`src/rtl/supply_seq.sv`:
```
module supply_seq #(
  parameter int T_INIT = 3,
  parameter int T_LOW  = 2200,
  parameter int T_HIGH = 10,
  parameter int T_MASK = 5000
) (
  input  logic clk,
  input  logic por_n,
  input  logic good_raw,
  input  logic low_raw,
  input  logic ext_rst_n,
  output logic reg1_en,
  output logic reg2_en,
  output logic reg3_en,
  output logic proc_rst_n,
  output logic ref_keep
);
  localparam int TMAX = (T_LOW > T_HIGH) ? ((T_LOW > T_INIT) ? T_LOW : T_INIT)
                                         : ((T_HIGH > T_INIT) ? T_HIGH : T_INIT);
  localparam int CW = $clog2(TMAX + 1);
  localparam int MW = $clog2(T_MASK + 1);

  typedef enum logic [2:0] {
    S_WAIT, S_SAMPLE, S_EN3, S_EN2, S_RLOW, S_RHIGH, S_FOLLOW
  } state_t;

  state_t        state;
  logic [CW-1:0] cnt;
  logic [MW-1:0] mcnt;
  logic [2:0]    s0, s1, deb;
  logic          good_d, low_d, ext_d, mask_done, ext_eff;

  // bit 0: good, bit 1: low, bit 2: external reset
  always_ff @(posedge clk or negedge por_n)
    if (!por_n) begin
      s0  <= 3'b100;
      s1  <= 3'b100;
      deb <= 3'b100;
    end else begin
      s0  <= {ext_rst_n, low_raw, good_raw};
      s1  <= s0;
      deb <= (s0 & s1) | (deb & (s0 | s1));
    end

  assign good_d    = deb[0];
  assign low_d     = deb[1];
  assign ext_d     = deb[2];
  assign mask_done = (mcnt == MW'(T_MASK));
  assign ext_eff   = ext_d | ~mask_done;

  always_ff @(posedge clk or negedge por_n)
    if (!por_n) mcnt <= '0;
    else if (!mask_done) mcnt <= mcnt + 1'b1;

  always_ff @(posedge clk or negedge por_n)
    if (!por_n) begin
      state      <= S_WAIT;
      cnt        <= '0;
      reg1_en    <= 1'b0;
      reg2_en    <= 1'b0;
      reg3_en    <= 1'b0;
      proc_rst_n <= 1'b0;
      ref_keep   <= 1'b0;
    end else begin
      case (state)
        S_WAIT:
          if (cnt == CW'(T_INIT - 1)) begin
            state    <= S_SAMPLE;
            cnt      <= '0;
            ref_keep <= 1'b1;
          end else cnt <= cnt + 1'b1;
        S_SAMPLE:
          if (good_d) begin
            state   <= S_EN3;
            reg3_en <= 1'b1;
          end
        S_EN3: begin
          state   <= S_EN2;
          reg2_en <= 1'b1;
        end
        S_EN2: begin
          state   <= S_RLOW;
          reg1_en <= 1'b1;
          cnt     <= '0;
        end
        S_RLOW:
          if (cnt == CW'(T_LOW - 1)) begin
            state      <= S_RHIGH;
            proc_rst_n <= 1'b1;
            cnt        <= '0;
          end else cnt <= cnt + 1'b1;
        S_RHIGH:
          if (cnt == CW'(T_HIGH - 1)) begin
            state      <= S_FOLLOW;
            proc_rst_n <= ext_eff;
            cnt        <= '0;
          end else cnt <= cnt + 1'b1;
        S_FOLLOW:
          if (low_d) begin
            state      <= S_SAMPLE;
            reg1_en    <= 1'b0;
            reg2_en    <= 1'b0;
            reg3_en    <= 1'b0;
            proc_rst_n <= 1'b0;
          end else proc_rst_n <= ext_eff;
        default: state <= S_WAIT;
      endcase
    end

  p_order_r3: assert property (@(posedge clk) disable iff (!por_n)
    $rose(reg2_en) |-> reg3_en && $past(reg3_en));
  p_last_r3: assert property (@(posedge clk) disable iff (!por_n)
    $rose(reg1_en) |-> reg2_en && $past(reg2_en));
  p_rst_needs_regs_r4: assert property (@(posedge clk) disable iff (!por_n)
    proc_rst_n |-> reg1_en && reg2_en && reg3_en);
  p_follow_r5: assert property (@(posedge clk) disable iff (!por_n)
    (state == S_FOLLOW && !low_d) |=> proc_rst_n == $past(ext_eff));
  p_deb_r7: assert property (@(posedge clk) disable iff (!por_n)
    !$stable(deb) |-> $past(s0) == $past(s1));
  p_keep_r8: assert property (@(posedge clk) disable iff (!por_n)
    ref_keep |=> ref_keep);
  p_shut_r8: assert property (@(posedge clk) disable iff (!por_n)
    (state == S_FOLLOW && low_d) |=> !reg1_en && !reg2_en && !reg3_en && !proc_rst_n);
  p_hold_r9: assert property (@(posedge clk) disable iff (!por_n)
    (state == S_RLOW) |=> reg1_en && reg2_en && reg3_en);
endmodule

```
`config.mk`:
```
export PLATFORM = sky130hd
export DESIGN_NAME = supply_seq
export DESIGN_NICKNAME = d
export VERILOG_FILES = /design/src/rtl/supply_seq.sv
export SDC_FILE = /design/constraint.sdc
export NUM_CORES = 1
export LEC_CHECK = 0
export BUFFER_PORTS_ARGS = -buffer_cell sky130_fd_sc_hd__buf_2
export CAP_MARGIN = 20
export CORE_MARGIN = 3
export CORE_UTILIZATION = 60
export DETAILED_ROUTE_END_ITERATION = 7
export PLACE_DENSITY = 0.78
export SYNTH_ARGS = -nofsm -noshare
export SYNTH_HDL_FRONTEND = slang
export SYNTH_SLANG_ARGS = --single-unit
```
`constraint.sdc`:
```
create_clock -name clk -period 2.6 [get_ports clk]
set_input_delay 0.65 -clock clk [delete_from_list [all_inputs] [get_ports clk]]
set_output_delay 0.65 -clock clk [all_outputs]
set_load 0.02 [all_outputs]
```
# ---- Word-level counts from Yosys, hierarchy flattened
# Index checks and enable logic that the tools add are counted.
dict set report totals {
  ff_bits 42
  elab_cells 65
  out_inout_bits 5
  inputBits 5
}
dict set report op_classes {
  n_bitwise 6
  n_reduce_logical 12
  eq_ne 15
  n_addsub 2
  muxes 19
}
# operator n
set ops {}
lappend ops {{$pmux W12 S4} 1}
lappend ops {{$mux W12} 3}
lappend ops {{$pmux W3 S7} 1}
lappend ops {{$mux W3} 5}
lappend ops {{$add A13 B1 Y13 const B} 1}
lappend ops {{$eq A13 B13 Y1 const B} 1}
lappend ops {{$add A12 B1 Y12 const B} 1}
lappend ops {{$eq A12 B12 Y1 const B} 1}
lappend ops {{$eq A12 B2 Y1 const B} 1}
lappend ops {{$eq A12 B4 Y1 const B} 1}
lappend ops {{$ne A2 B2 Y1 const B} 5}
lappend ops {{$eq A3 B3 Y1 const B} 3}
lappend ops {{$and A3 B3 Y3} 2}
lappend ops {{$eq A3 B2 Y1 const B} 2}
lappend ops {{$or A3 B3 Y3} 2}
lappend ops {{$pmux W1 S2} 3}
lappend ops {{$reduce_and A2 Y1} 3}
lappend ops {{$reduce_and A3 Y1} 2}
lappend ops {{$reduce_bool A2 Y1} 3}
lappend ops {{$mux W1} 5}
lappend ops {{$reduce_and A5 Y1} 1}
lappend ops {{$reduce_bool A4 Y1} 1}
lappend ops {{$eq A3 B1 Y1 const B} 1}
lappend ops {{$logic_not A3 Y1} 1}
lappend ops {{4 further kinds} 4}

# ---- Logic depth before layout (Yosys ltp)
dict set report depth {
  depth_word 5
  ltp_mapped 9
  mapped_depth_nobuf 8
}

# ---- Worst setup path before layout
# Ideal clock, no wire load.
dict set report synth_timing {
  path_type {reg-to-reg}
  from {reg cnt[9]}
  to {reg cnt[9]}
  stages_incl_launch_ff 7
  required_ns 2.464
  path_slack_ns 0.657
  path_buffers 0
  setup_ns 0.136
  t_arrival_ns 1.808
  period_less_slack_ns 1.943
  cell_sequence {dfrtp_1 > or4_1 > and4bb_1 > nor2b_2 > a211o_4 > o311ai_1 > o41ai_1}
}
dict set report synth_between {
  elab_chain_len 3
}
# element line
set synth_rtl {}
lappend synth_rtl {{start, declared} 28} ;# logic [CW-1:0] cnt;
lappend synth_rtl {{start signal, assigned} 71} ;# end else cnt <= cnt + 1'b1;
lappend synth_rtl {{start signal, assigned} 91} ;# end else cnt <= cnt + 1'b1;
lappend synth_rtl {{start signal, assigned} 97} ;# end else cnt <= cnt + 1'b1;
lappend synth_rtl {{$add A12 B1 Y12, or another cell as far along} {71, 91, 97}}
lappend synth_rtl {{$mux W12 (on tied branches)} {93, 67, 87}}
lappend synth_rtl {{$pmux W12 S4 (*)} 65} ;# case (state)
# Mark *: on every way between the ends. The rest lies on a longest branch, timed or not.
# A chain may end at the register's enable or synchronous reset.

# ---- Worst setup path after layout
dict set report layout_timing {
  from {reg cnt[7]}
  to {reg cnt[2]}
}
dict set report layout_between {
  elab_chain_len 3
}
# element line
set layout_rtl {}
lappend layout_rtl {{$eq A12 B4 Y1, or another cell as far along} 93} ;# if (cnt == CW'(T_HIGH - 1)) begin
lappend layout_rtl {{$mux W12 (on tied branches)} {93, 67, 87}}
lappend layout_rtl {{$pmux W12 S4 (*)} 65}
# Marks and branches as above.

==> results by group <==
Worst setup path
  – Crit path launch: cnt[7]
  – CP Data Arrival Time: 2450 ps
  – Delay-heaviest family, CP: simple AND/OR/NAND/NOR gates
  – Reg2reg start: cnt[7]
  – Max incr delay on CP: 520 ps
  – Cell Chain, Critical Path: nor4_1, and4_1, o21ai_2, a21oi_4, o21ai_1, a21o_1
  – CP Data Required Time: between 2000 and 3000 ps
  – Worst Setup End Kind: flop
  – Setup crit start kind: flop
  – WS Path Type: reg -> reg
  – CP max FO: 15
  – Slowest cell on the critical path: nor4_1
  – Count of buffer and inverter cells on the critical path: 0

Clocking
  – CTS Hold Bufs: 0
  – Setup Buffers After CTS: 0
  – Worst skew pair latency: ~360 ps
  – Post-CTS sizing: 0
  – Clock transition at path regs: 130 ps
  – H-Tree Depth: 2
  – Clock Sinks: 42
  – CTS root buffer: clkbuf_4
  – Max clock buf depth: 2
  – TritonCTS clock tree: built
  – Total clock buffers created by CTS: 5

Logic synthesis
  – Main combinational cell family by area after synthesis: simple AND/OR/NAND/NOR gates
  – Post-synth EDFFs: 0
  – Compound-Gate Fraction of Synth Area: 14.5%
  – Top_reg_cell synth: dfrtp_1
  – Simple-gate share of the synthesized area: between 15 and 20%
  – Post-synthesis sequential area ratio: 51.8%
  – Unique cell type count in the Yosys netlist: 49
  – Syn_nets: 200
  – Post-synthesis async set-or-reset flop share: 100%
  – Mux contribution to synthesized area: roughly 1.0%
  – Mapped Cells: around 190
  – Syn Area/Cell: roughly 11 um2
  – Xor/xnor share of the synthesized area: 6.46%
  – Seq cells post-synth: 42
  – Synth warn: 0
  – Post-synthesis adder-cell area fraction: 5.17%
  – Post-synthesis instance area: 0.00203 mm2

Pwr
  – Switching power: between 0.0007 and 0.0008 W
  – VDD IR max: 0.000612 V
  – Share of power burned in combinational logic: 30.9%
  – PwrDens: 920 mW/mm2
  – Sequential Power Share: ~44%
  – Switching Fraction: 37.0%
  – P_leak: 0.960 nW
  – Internal: 0.00128 W
  – Clock power frac: 25.5%

Die
  – Core area: 0.00315 mm2
  – Die Height: 64.2 um
  – IO Count: 10
  – Std-Cell Rows: 20
  – Starting Density: 64.5%
  – Die area: between 0.004 and 0.005 mm2
  – Die X: approximately 64 um

STA
  – Worst slew margin: 41.1%
  – Setup TNS: 0 ps
  – Worst slew pin tran: about 900 ps
  – Fmax: 454 MHz
  – Final Max Slew Viols: 0
  – Setup Viol. Count Final: 0
  – Tcrit/Tclk final: 84.8%
  – RSZ-0062 raised after global routing: no
  – Final Hold Viols: 0
  – Post-layout min period: 2200 ps
  – Post-Route Skew: 12.5 ps

Detailed routing
  – Initial DRC count: 144
  – Via density: 6.02
  – Number of remaining DRC errors: 0
  – Avg WL per Cell: ~16 um
  – Total number of vias: 1470
  – Final ANT Viol Nets: 0
  – DR pass1 iterations: 4
  – Routed WL: approximately 3800 um

Finish
  – Antenna diodes: 0
  – Fill cells: about 250
  – Share of layout cells above drive strength 1: 13.0%
  – Fin cells: 244
  – Commonest non-fill, non-tap cell in the layout: dfrtp_1
  – Commonest non-fill, non-tap cells in the layout: 39 x dfrtp_1, 12 x xnor2_1, 12 x nor2_1
  – Area growth syn-to-layout: 8.61%
  – Fin nets: 210

Global routing
  – Vias in the first global route: 1472
  – Initial antenna violation count: 0
  – Grt total ovfl: 0
  – Total GRT Usage: 20.3%
  – First-pass GRT wire length: 6540 um
  – Largest net degree at the start of global routing: 43

Placed design
  – Detailed Place HPWL: 2700 um
  – GP Congestion: 0.878
  – Placed cell count: 236
  – Port bufs: 9

Hold path
  – Worst Hold Class: reg -> reg
  – Worst Hold Launch: s0[2]

Outcome
  – Status: completed

Run
  – Max-Cap Viols: 0
-- metrics by stage --
stage	instance area (um2)	util (%)	power, W	setup WS [ps]	hold slack, ps
floorplan	2030	-	0.00137	657	354
global placement	2100	66.7	0.00149	530	360
detailed placement	2100	66.7	0.00152	434	360
CTS	2210	70.1	0.00204	414	371
global route	2210	70.1	0.00215	239	365
finish	2210	70.1	0.00203	396	378
-- cells in the mapped netlist, types with 5 or more instances --
master	n	area share (%)
a21oi_1	6	1.5
xnor2_1	12	5.2
o211ai_1	5	1.8
dfrtp_1	39	48
o31ai_1	5	1.8
inv_1	9	1.7
o21ai_0	6	1.5
nand2_1	11	2.0
nor2_1	12	2.2
nand4_1	5	1.5
ha_1	6	3.7
nand3_1	10	2.5
-- layer usage --
layer  global-route usage (%)  vias up  routed length [um]
li1                         -      708                   -
met1                     24.8      702                1620
met2                     35.2       54                1920
met3                     5.27        6                 190
met4                     5.80        0                  56
met5                        0        -                   0
-- path summary, 6_finish.rpt --
path,end,cells after the start,slack [ps]
hold reg to reg,s1[2],0,380
setup reg to reg,cnt[2],6,400
setup / recovery,cnt[2],6,400
max in group asynchronous,mcnt[4],1,1640
min in group asynchronous,ref_keep,1,390
hold / removal,s1[2],0,380
-- area by class of cell --
| type | instances | area, um2 | share of cell area [%] |
|---|---|---|---|
| timing repair buffer | 9 | 45.0 | 2.04 |
| clock buffer | 5 | 37.5 | 1.70 |
| sequential | 42 | 1050 | 47.7 |
| multi-input combinational | 132 | 915 | 41.4 |
| clock inverter | 3 | 68.8 | 3.11 |
| tap | 44 | 55.1 | 2.49 |
| inverter | 9 | 33.8 | 1.53 |
-- state kept, by name, indices dropped and copies added, names as in the netlist --
name and count:
cnt 12, deb 3, mcnt 13, proc_rst_n 1
ref_keep 1, reg1_en 1, reg2_en 1, reg3_en 1
s0 3, s1 3, state 3
-- cell families after synthesis --
group / count (synthesis)
simple gates: 66
flops: 42
compound gates: 40
xor+xnor: 15
buf+inv: 15
fa+ha+maj: 9
mux: 2
-- power groups by stage --
stage	Sequential, W	Combinational, W	Clock (W)
floorplan	0.000840	0.000531	0
global placement	0.000880	0.000608	0
detailed placement	0.000896	0.000628	0
CTS	0.000882	0.000631	0.000526
global route	0.000904	0.000694	0.000552
finish	0.000885	0.000629	0.000518
-- worst reg2reg max path, cell delays in order, from the launching register on --
cell	delay, ps
dfrtp_1	480
nor4_1	520
and4_1	300
o21ai_2	100
a21oi_4	390
o21ai_1	120
a21o_1	190
(Power assumes the default switching activity.)
